**config.mk**
```make
export PLATFORM = sky130hd
export DESIGN_NAME = dbg_session_status
export DESIGN_NICKNAME = d
export VERILOG_FILES = /design/src/rtl/dbg_stat_pkg.sv /design/src/rtl/dbg_session_fsm.sv /design/src/rtl/dbg_trace_count.sv /design/src/rtl/dbg_status_view.sv /design/src/rtl/dbg_session_status.sv
export SDC_FILE = /design/constraint.sdc
export NUM_CORES = 1
export LEC_CHECK = 0
export BUFFER_PORTS_ARGS = -buffer_cell sky130_fd_sc_hd__clkbuf_2
export CAP_MARGIN = 20
export CORE_AREA = 3 3 50 52
export CTS_CLUSTER_SIZE = 14
export DETAILED_ROUTE_END_ITERATION = 10
export DIE_AREA = 0 0 53 55
export GPL_ROUTABILITY_DRIVEN = 0
export HOLD_SLACK_MARGIN = 0.12
export PLACE_DENSITY = 0.7
export REMOVE_ABC_BUFFERS = 1
export SLEW_MARGIN = 10
export SYNTH_ARGS = -nofsm -noshare
export SYNTH_HDL_FRONTEND = slang
export SYNTH_SLANG_ARGS = --single-unit
```
**constraint.sdc**
```tcl
create_clock -name clk -period 4.35 [get_ports clk]
set_input_delay 0.2175 -clock clk [delete_from_list [all_inputs] [get_ports clk]]
set_output_delay 0.2175 -clock clk [all_outputs]
set_load 0.1 [all_outputs]
```
**src/rtl/dbg_stat_pkg.sv**
```systemverilog
`timescale 1ns/1ps
package dbg_stat_pkg;
    localparam int DBG_STATE_W   = 3;
    localparam int DBG_TRACE_LEN = 64;
    localparam int DBG_VIEW_W    = 8;
endpackage

```
**src/rtl/dbg_session_fsm.sv**
```systemverilog
`timescale 1ns/1ps
module dbg_session_fsm #(
    parameter int STATE_W = dbg_stat_pkg::DBG_STATE_W
) (
    input  logic               clk,
    input  logic               por_n,
    input  logic               sys_rst_n,
    input  logic               arm_set,
    input  logic               disarm,
    input  logic               end_evt,
    input  logic               seq_valid,
    input  logic [STATE_W-1:0] seq_state,
    output logic               armed,
    output logic [STATE_W-1:0] state_flags
);
    localparam logic [STATE_W-1:0] ST_IDLE  = '0;
    localparam logic [STATE_W-1:0] ST_FIRST = STATE_W'(1);

    typedef struct packed {
        logic               armed;
        logic [STATE_W-1:0] state;
    } sess_t;

    sess_t sess_d, sess_q;

    always_comb begin
        sess_d = sess_q;
        if (!sys_rst_n) begin
            sess_d = '0;
        end else if (arm_set) begin
            sess_d.armed = 1'b1;
            sess_d.state = ST_FIRST;
        end else if (sess_q.armed) begin
            if (end_evt) begin
                sess_d.armed = 1'b0;
                sess_d.state = ST_IDLE;
            end else if (disarm) begin
                sess_d.armed = 1'b0;
            end else if (seq_valid && (seq_state != sess_q.state)) begin
                sess_d.state = seq_state;
            end
        end
    end

    always_ff @(posedge clk or negedge por_n) begin
        if (!por_n) sess_q <= '0;
        else        sess_q <= sess_d;
    end

    assign armed       = sess_q.armed;
    assign state_flags = sess_q.state;

    assert_arm_start_R1: assert property (@(posedge clk) disable iff (!por_n)
        (arm_set && sys_rst_n) |=> (armed && state_flags == ST_FIRST));

    assert_disarm_keeps_R3: assert property (@(posedge clk) disable iff (!por_n)
        (armed && disarm && !end_evt && !arm_set && sys_rst_n) |=> (!armed && $stable(state_flags)));

    assert_end_clears_R4: assert property (@(posedge clk) disable iff (!por_n)
        (armed && end_evt && !arm_set && sys_rst_n) |=> (!armed && state_flags == ST_IDLE));

    assert_idle_frozen_R9: assert property (@(posedge clk) disable iff (!por_n)
        (!armed && !arm_set && sys_rst_n) |=> $stable(state_flags));
endmodule

```
**src/rtl/dbg_trace_count.sv**
```systemverilog
`timescale 1ns/1ps
module dbg_trace_count #(
    parameter int TRACE_LEN = dbg_stat_pkg::DBG_TRACE_LEN,
    parameter int CNT_W     = $clog2(TRACE_LEN + 1)
) (
    input  logic             clk,
    input  logic             por_n,
    input  logic             sys_rst_n,
    input  logic             arm_set,
    input  logic             armed,
    input  logic             trace_push,
    output logic [CNT_W-1:0] line_cnt,
    output logic             buf_full
);
    localparam logic [CNT_W-1:0] CNT_MAX = CNT_W'(TRACE_LEN);

    typedef struct packed {
        logic             full;
        logic [CNT_W-1:0] cnt;
    } trc_t;

    trc_t trc_d, trc_q;

    always_comb begin
        trc_d = trc_q;
        if (!sys_rst_n) begin
            trc_d.cnt = '0;
        end else if (arm_set) begin
            trc_d = '0;
        end else begin
            if (armed && trace_push && (trc_q.cnt != CNT_MAX))
                trc_d.cnt = trc_q.cnt + 1'b1;
            if (trc_d.cnt == CNT_MAX)
                trc_d.full = 1'b1;
        end
    end

    always_ff @(posedge clk or negedge por_n) begin
        if (!por_n) trc_q <= '0;
        else        trc_q <= trc_d;
    end

    assign line_cnt = trc_q.cnt;
    assign buf_full = trc_q.full;

    assert_no_overflow_R6: assert property (@(posedge clk) disable iff (!por_n)
        line_cnt <= CNT_MAX);

    assert_full_on_limit_R7: assert property (@(posedge clk) disable iff (!por_n)
        $rose(buf_full) |-> (line_cnt == CNT_MAX));

    assert_full_sticky_R7: assert property (@(posedge clk) disable iff (!por_n)
        (buf_full && !arm_set) |=> buf_full);

    assert_idle_count_R9: assert property (@(posedge clk) disable iff (!por_n)
        (!armed && !arm_set && sys_rst_n) |=> $stable(line_cnt));
endmodule

```
**src/rtl/dbg_status_view.sv**
```systemverilog
`timescale 1ns/1ps
module dbg_status_view #(
    parameter int STATE_W = dbg_stat_pkg::DBG_STATE_W,
    parameter int CNT_W   = 7,
    parameter int VIEW_W  = dbg_stat_pkg::DBG_VIEW_W
) (
    input  logic               full,
    input  logic [STATE_W-1:0] state,
    input  logic [CNT_W-1:0]   cnt,
    output logic [VIEW_W-1:0]  status_byte,
    output logic [CNT_W:0]     count_view
);
    localparam int PAD_W = VIEW_W - 1 - STATE_W;

    generate
        if (PAD_W > 0) begin : g_pad
            assign status_byte = {full, {PAD_W{1'b0}}, state};
        end else begin : g_nopad
            assign status_byte = {full, state[VIEW_W-2:0]};
        end
    endgenerate

    assign count_view = {full, cnt};
endmodule

```
**src/rtl/dbg_session_status.sv**
```systemverilog
`timescale 1ns/1ps
module dbg_session_status #(
    parameter int STATE_W   = dbg_stat_pkg::DBG_STATE_W,
    parameter int TRACE_LEN = dbg_stat_pkg::DBG_TRACE_LEN,
    parameter int VIEW_W    = dbg_stat_pkg::DBG_VIEW_W
) (
    input  logic               clk,
    input  logic               por_n,
    input  logic               sys_rst_n,
    input  logic               arm_set,
    input  logic               disarm,
    input  logic               end_evt,
    input  logic               seq_valid,
    input  logic [STATE_W-1:0] seq_state,
    input  logic               trace_push,
    output logic               armed,
    output logic [STATE_W-1:0] state_flags,
    output logic               buf_full,
    output logic [VIEW_W-1:0]  status_byte,
    output logic [VIEW_W-1:0]  count_view
);
    localparam int CNT_W = VIEW_W - 1;

    logic [CNT_W-1:0] line_cnt;

    dbg_session_fsm #(.STATE_W(STATE_W)) u_fsm (
        .clk(clk), .por_n(por_n), .sys_rst_n(sys_rst_n),
        .arm_set(arm_set), .disarm(disarm), .end_evt(end_evt),
        .seq_valid(seq_valid), .seq_state(seq_state),
        .armed(armed), .state_flags(state_flags)
    );

    dbg_trace_count #(.TRACE_LEN(TRACE_LEN), .CNT_W(CNT_W)) u_cnt (
        .clk(clk), .por_n(por_n), .sys_rst_n(sys_rst_n),
        .arm_set(arm_set), .armed(armed), .trace_push(trace_push),
        .line_cnt(line_cnt), .buf_full(buf_full)
    );

    dbg_status_view #(.STATE_W(STATE_W), .CNT_W(CNT_W), .VIEW_W(VIEW_W)) u_view (
        .full(buf_full), .state(state_flags), .cnt(line_cnt),
        .status_byte(status_byte), .count_view(count_view)
    );

    assert_arm_priority_R5: assert property (@(posedge clk) disable iff (!por_n)
        (arm_set && sys_rst_n) |=> (armed && !buf_full && count_view == '0));

    assert_sysrst_keeps_full_R8: assert property (@(posedge clk) disable iff (!por_n)
        (!sys_rst_n) |=> (!armed && state_flags == '0 && buf_full == $past(buf_full)));
endmodule

```
==> results.json <==
{
  "clk_latency_ns": 0.29,
  "clock_sinks": 12,
  "overflow": 0,
  "rsz0062_at_grt": "false",
  "grt_max_degree": 13,
  "ys_seq_elements": 12,
  "pin_count": 32,
  "grt_pass1_vias": 704,
  "relSlewSlack": 0.6393,
  "path_clk_slew_ns": 0.08,
  "power_leakage_uw": 0.0004517,
  "cp-end-kind": "flip-flop",
  "viasPerCell": 5.393,
  "slew_viol_final": 0,
  "root_buffer": "clkbuf_4",
  "stdcell_count": 150,
  "die_w_um": 53,
  "finalCritPeriodShare": 0.4224,
  "cts-resized-gates": 0,
  "first_pass_iters": 4,
  "power_density_nw_per_um2": 257.5,
  "run_status": "finished clean",
  "start_kind": "flip-flop",
  "combPwrFrac": 0.230,
  "cp.required_ns": 4.55,
  "finalCriticalPeriod_ns": 1.838,
  "numPortBuffers": 27,
  "fin_nets": 136,
  "dieArea_um2": 2915,
  "synth_area_per_cell_um2": 9.264,
  "ys_top_cells_by_area": "dfrtp_1 (33%), buf_4 (7.4%), xnor2_1 (6.7%), nor2_1 (4.1%), nand2_1 (2.9%)",
  "dp_hpwl_um": 1500,
  "synth_top_area_cell": "dfrtp_1",
  "final_common_cell": "clkbuf_2",
  "tritoncts": "done",
  "worst_pin_slew_ns": 0.5434,
  "critPathKind": "reg -> reg",
  "antenna_found_initial": 0,
  "die_h_um": 55,
  "fmax_ghz": 0.5442,
  "synth_area_um2": 917.1,
  "synth-edff-count": 0,
  "max_cap_viol_count": 0,
  "drt-initial-drc-count": 12,
  "critPathArrivalTime_ns": 2.04,
  "cts_max_path_buffers": 2,
  "detailroute.via_count": 809,
  "wire_per_inst_um": 13.43,
  "diodes": 0,
  "irDropWorstVdd_mv": 0.1962,
  "ys.warnings.count": 0,
  "most-common-layout-cells": "clkbuf_2 (27), dfrtp_1 (12), nor2_1 (10), nand2_1 (7), xnor2_1 (7)",
  "switching_share": 0.3518,
  "holdBufCountCts": 1,
  "htreeDepth": 1,
  "drc_errors": 0,
  "num-fill-cells": 217,
  "yosysUniqueCellTypes": 42,
  "seqPwrFrac": 0.426,
  "ys_seq_area_frac": 0.3274,
  "synthArstFlopShare": 1.000,
  "hold_class": "in -> reg",
  "wl_um": 2014,
  "rows": 17,
  "initial_core_util": 0.4269,
  "crit_path_max_fanout": 6,
  "post_cts_buffers": 0,
  "gr-usage-all-layers": 0.1483,
  "clock_skew_ns": 0.003449,
  "synth_top_area_frac": 0.3274,
  "yosys_most_used_dff": "dfrtp_1",
  "fin_area_um2": 1057,
  "core_um2": 2148,
  "tns_ns": 0,
  "r2r_setup_slack_ns": 2.51,
  "place_area_um2": 1011,
  "layout-drive-gt1-share": 0.2951,
  "grt_pass1_wl_um": 3105,
  "placedCellCount": 145,
  "ant_nets": 0,
  "setup_violations": 0,
  "cts_buffers": 3,
  "hold_viol_final": 0,
  "area_delta_synth_final_pct": 15.28,
  "power.switching_uw": 95.80,
  "p_int_uw": 176.5,
  "syn_inst": 99,
  "power_frac_clock": 0.344
}
[state kept, by name, indices dropped and copies added (netlist names)]
| name | cells |
|---|---|
| u_fsm.state_flags | 3 |
| u_cnt.line_cnt | 7 |
| u_fsm.armed | 1 |
| u_cnt.buf_full | 1 |
[critical path, stage by stage, from the launching register on]
cell	delay, ns
dfrtp_1	0.45
inv_1	0.12
ha_1	0.24
nor4bb_4	0.18
a2111oi_2	0.32
o22ai_1	0.16
a221oi_2	0.29
[cells in the mapped netlist, types with 2 or more instances]
cell type / number
inv_1: 6
nand3_1: 3
buf_4: 9
ha_1: 2
a211oi_1: 2
xnor2_1: 7
nand2b_1: 2
a31oi_1: 2
mux2i_1: 2
nor2_1: 10
dfrtp_1: 12
o21a_1: 2
nor3_1: 2
a21oi_1: 4
nand2_1: 7
[metal layers]
layer / track usage / up-vias / wire, um / share of wire
li1: - / 394 / - / -
met5: 0 / - / 0 / 0
met1: 0.1944 / 368 / 920 / 0.46
met4: 0.07660 / 0 / 40 / 0.020
met2: 0.2355 / 43 / 899 / 0.45
met3: 0.02413 / 4 / 154 / 0.076
[power by group through the flow]
stage               logic, uW  clock network, uW  registers [uW]
CTS                      62.9               92.3             116
finish                   62.6               93.6             116
floorplan                27.8                  0             137
global placement         61.2                  0             118
global route             66.6               98.1             116
detailed placement       62.0                  0             118
[kinds of logic after synthesis]
group | Yosys count | share of synthesized area
simple gates | 35 | 0.2401
compound gates | 22 | 0.1924
buf+inv | 18 | 0.1200
flops | 12 | 0.3274
xor+xnor | 7 | 0.06685
fa+ha+maj | 2 | 0.02728
mux | 2 | 0.02183
other cells | 1 | 0.004089
[worst paths after layout]
kind | start | end | cells after the start
setup / recovery | u_cnt.line_cnt[0] | u_cnt.buf_full | 6
hold / removal | sys_rst_n | u_fsm.armed | 2
setup reg to reg | u_cnt.line_cnt[0] | u_cnt.buf_full | 6
hold reg to reg | u_fsm.state_flags[0] | u_fsm.state_flags[0] | 2
max in group asynchronous | por_n | u_cnt.line_cnt[0] | 2
min in group asynchronous | por_n | u_cnt.line_cnt[3] | 2
[cell type report]
type / instances / area (um^2) / area share
Clock buffer: 4 / 36.28 / 0.03432
Inverter: 6 / 22.52 / 0.02130
Multi-Input combinational cell: 72 / 518.0 / 0.4899
Sequential cell: 12 / 300.3 / 0.2840
Tap cell: 28 / 35.03 / 0.03314
Timing Repair Buffer: 28 / 145.1 / 0.1373
[metrics by stage]
stage            util  hold WS, ns  total power [uW]  setup slack [ns]
2_1_floorplan       -     -0.07809             165.0             1.417
3_3_place_gp   0.4706       0.1234             179.3             2.645
3_5_place_dp   0.4706       0.1264             180.3             2.545
4_1_cts        0.4921       0.2001             271.2             2.532
5_1_grt        0.4921       0.2089             281.1             2.389
6_report       0.4921       0.1884             272.3             2.512
No activity file was read; power rests on OpenSTA's default activity.
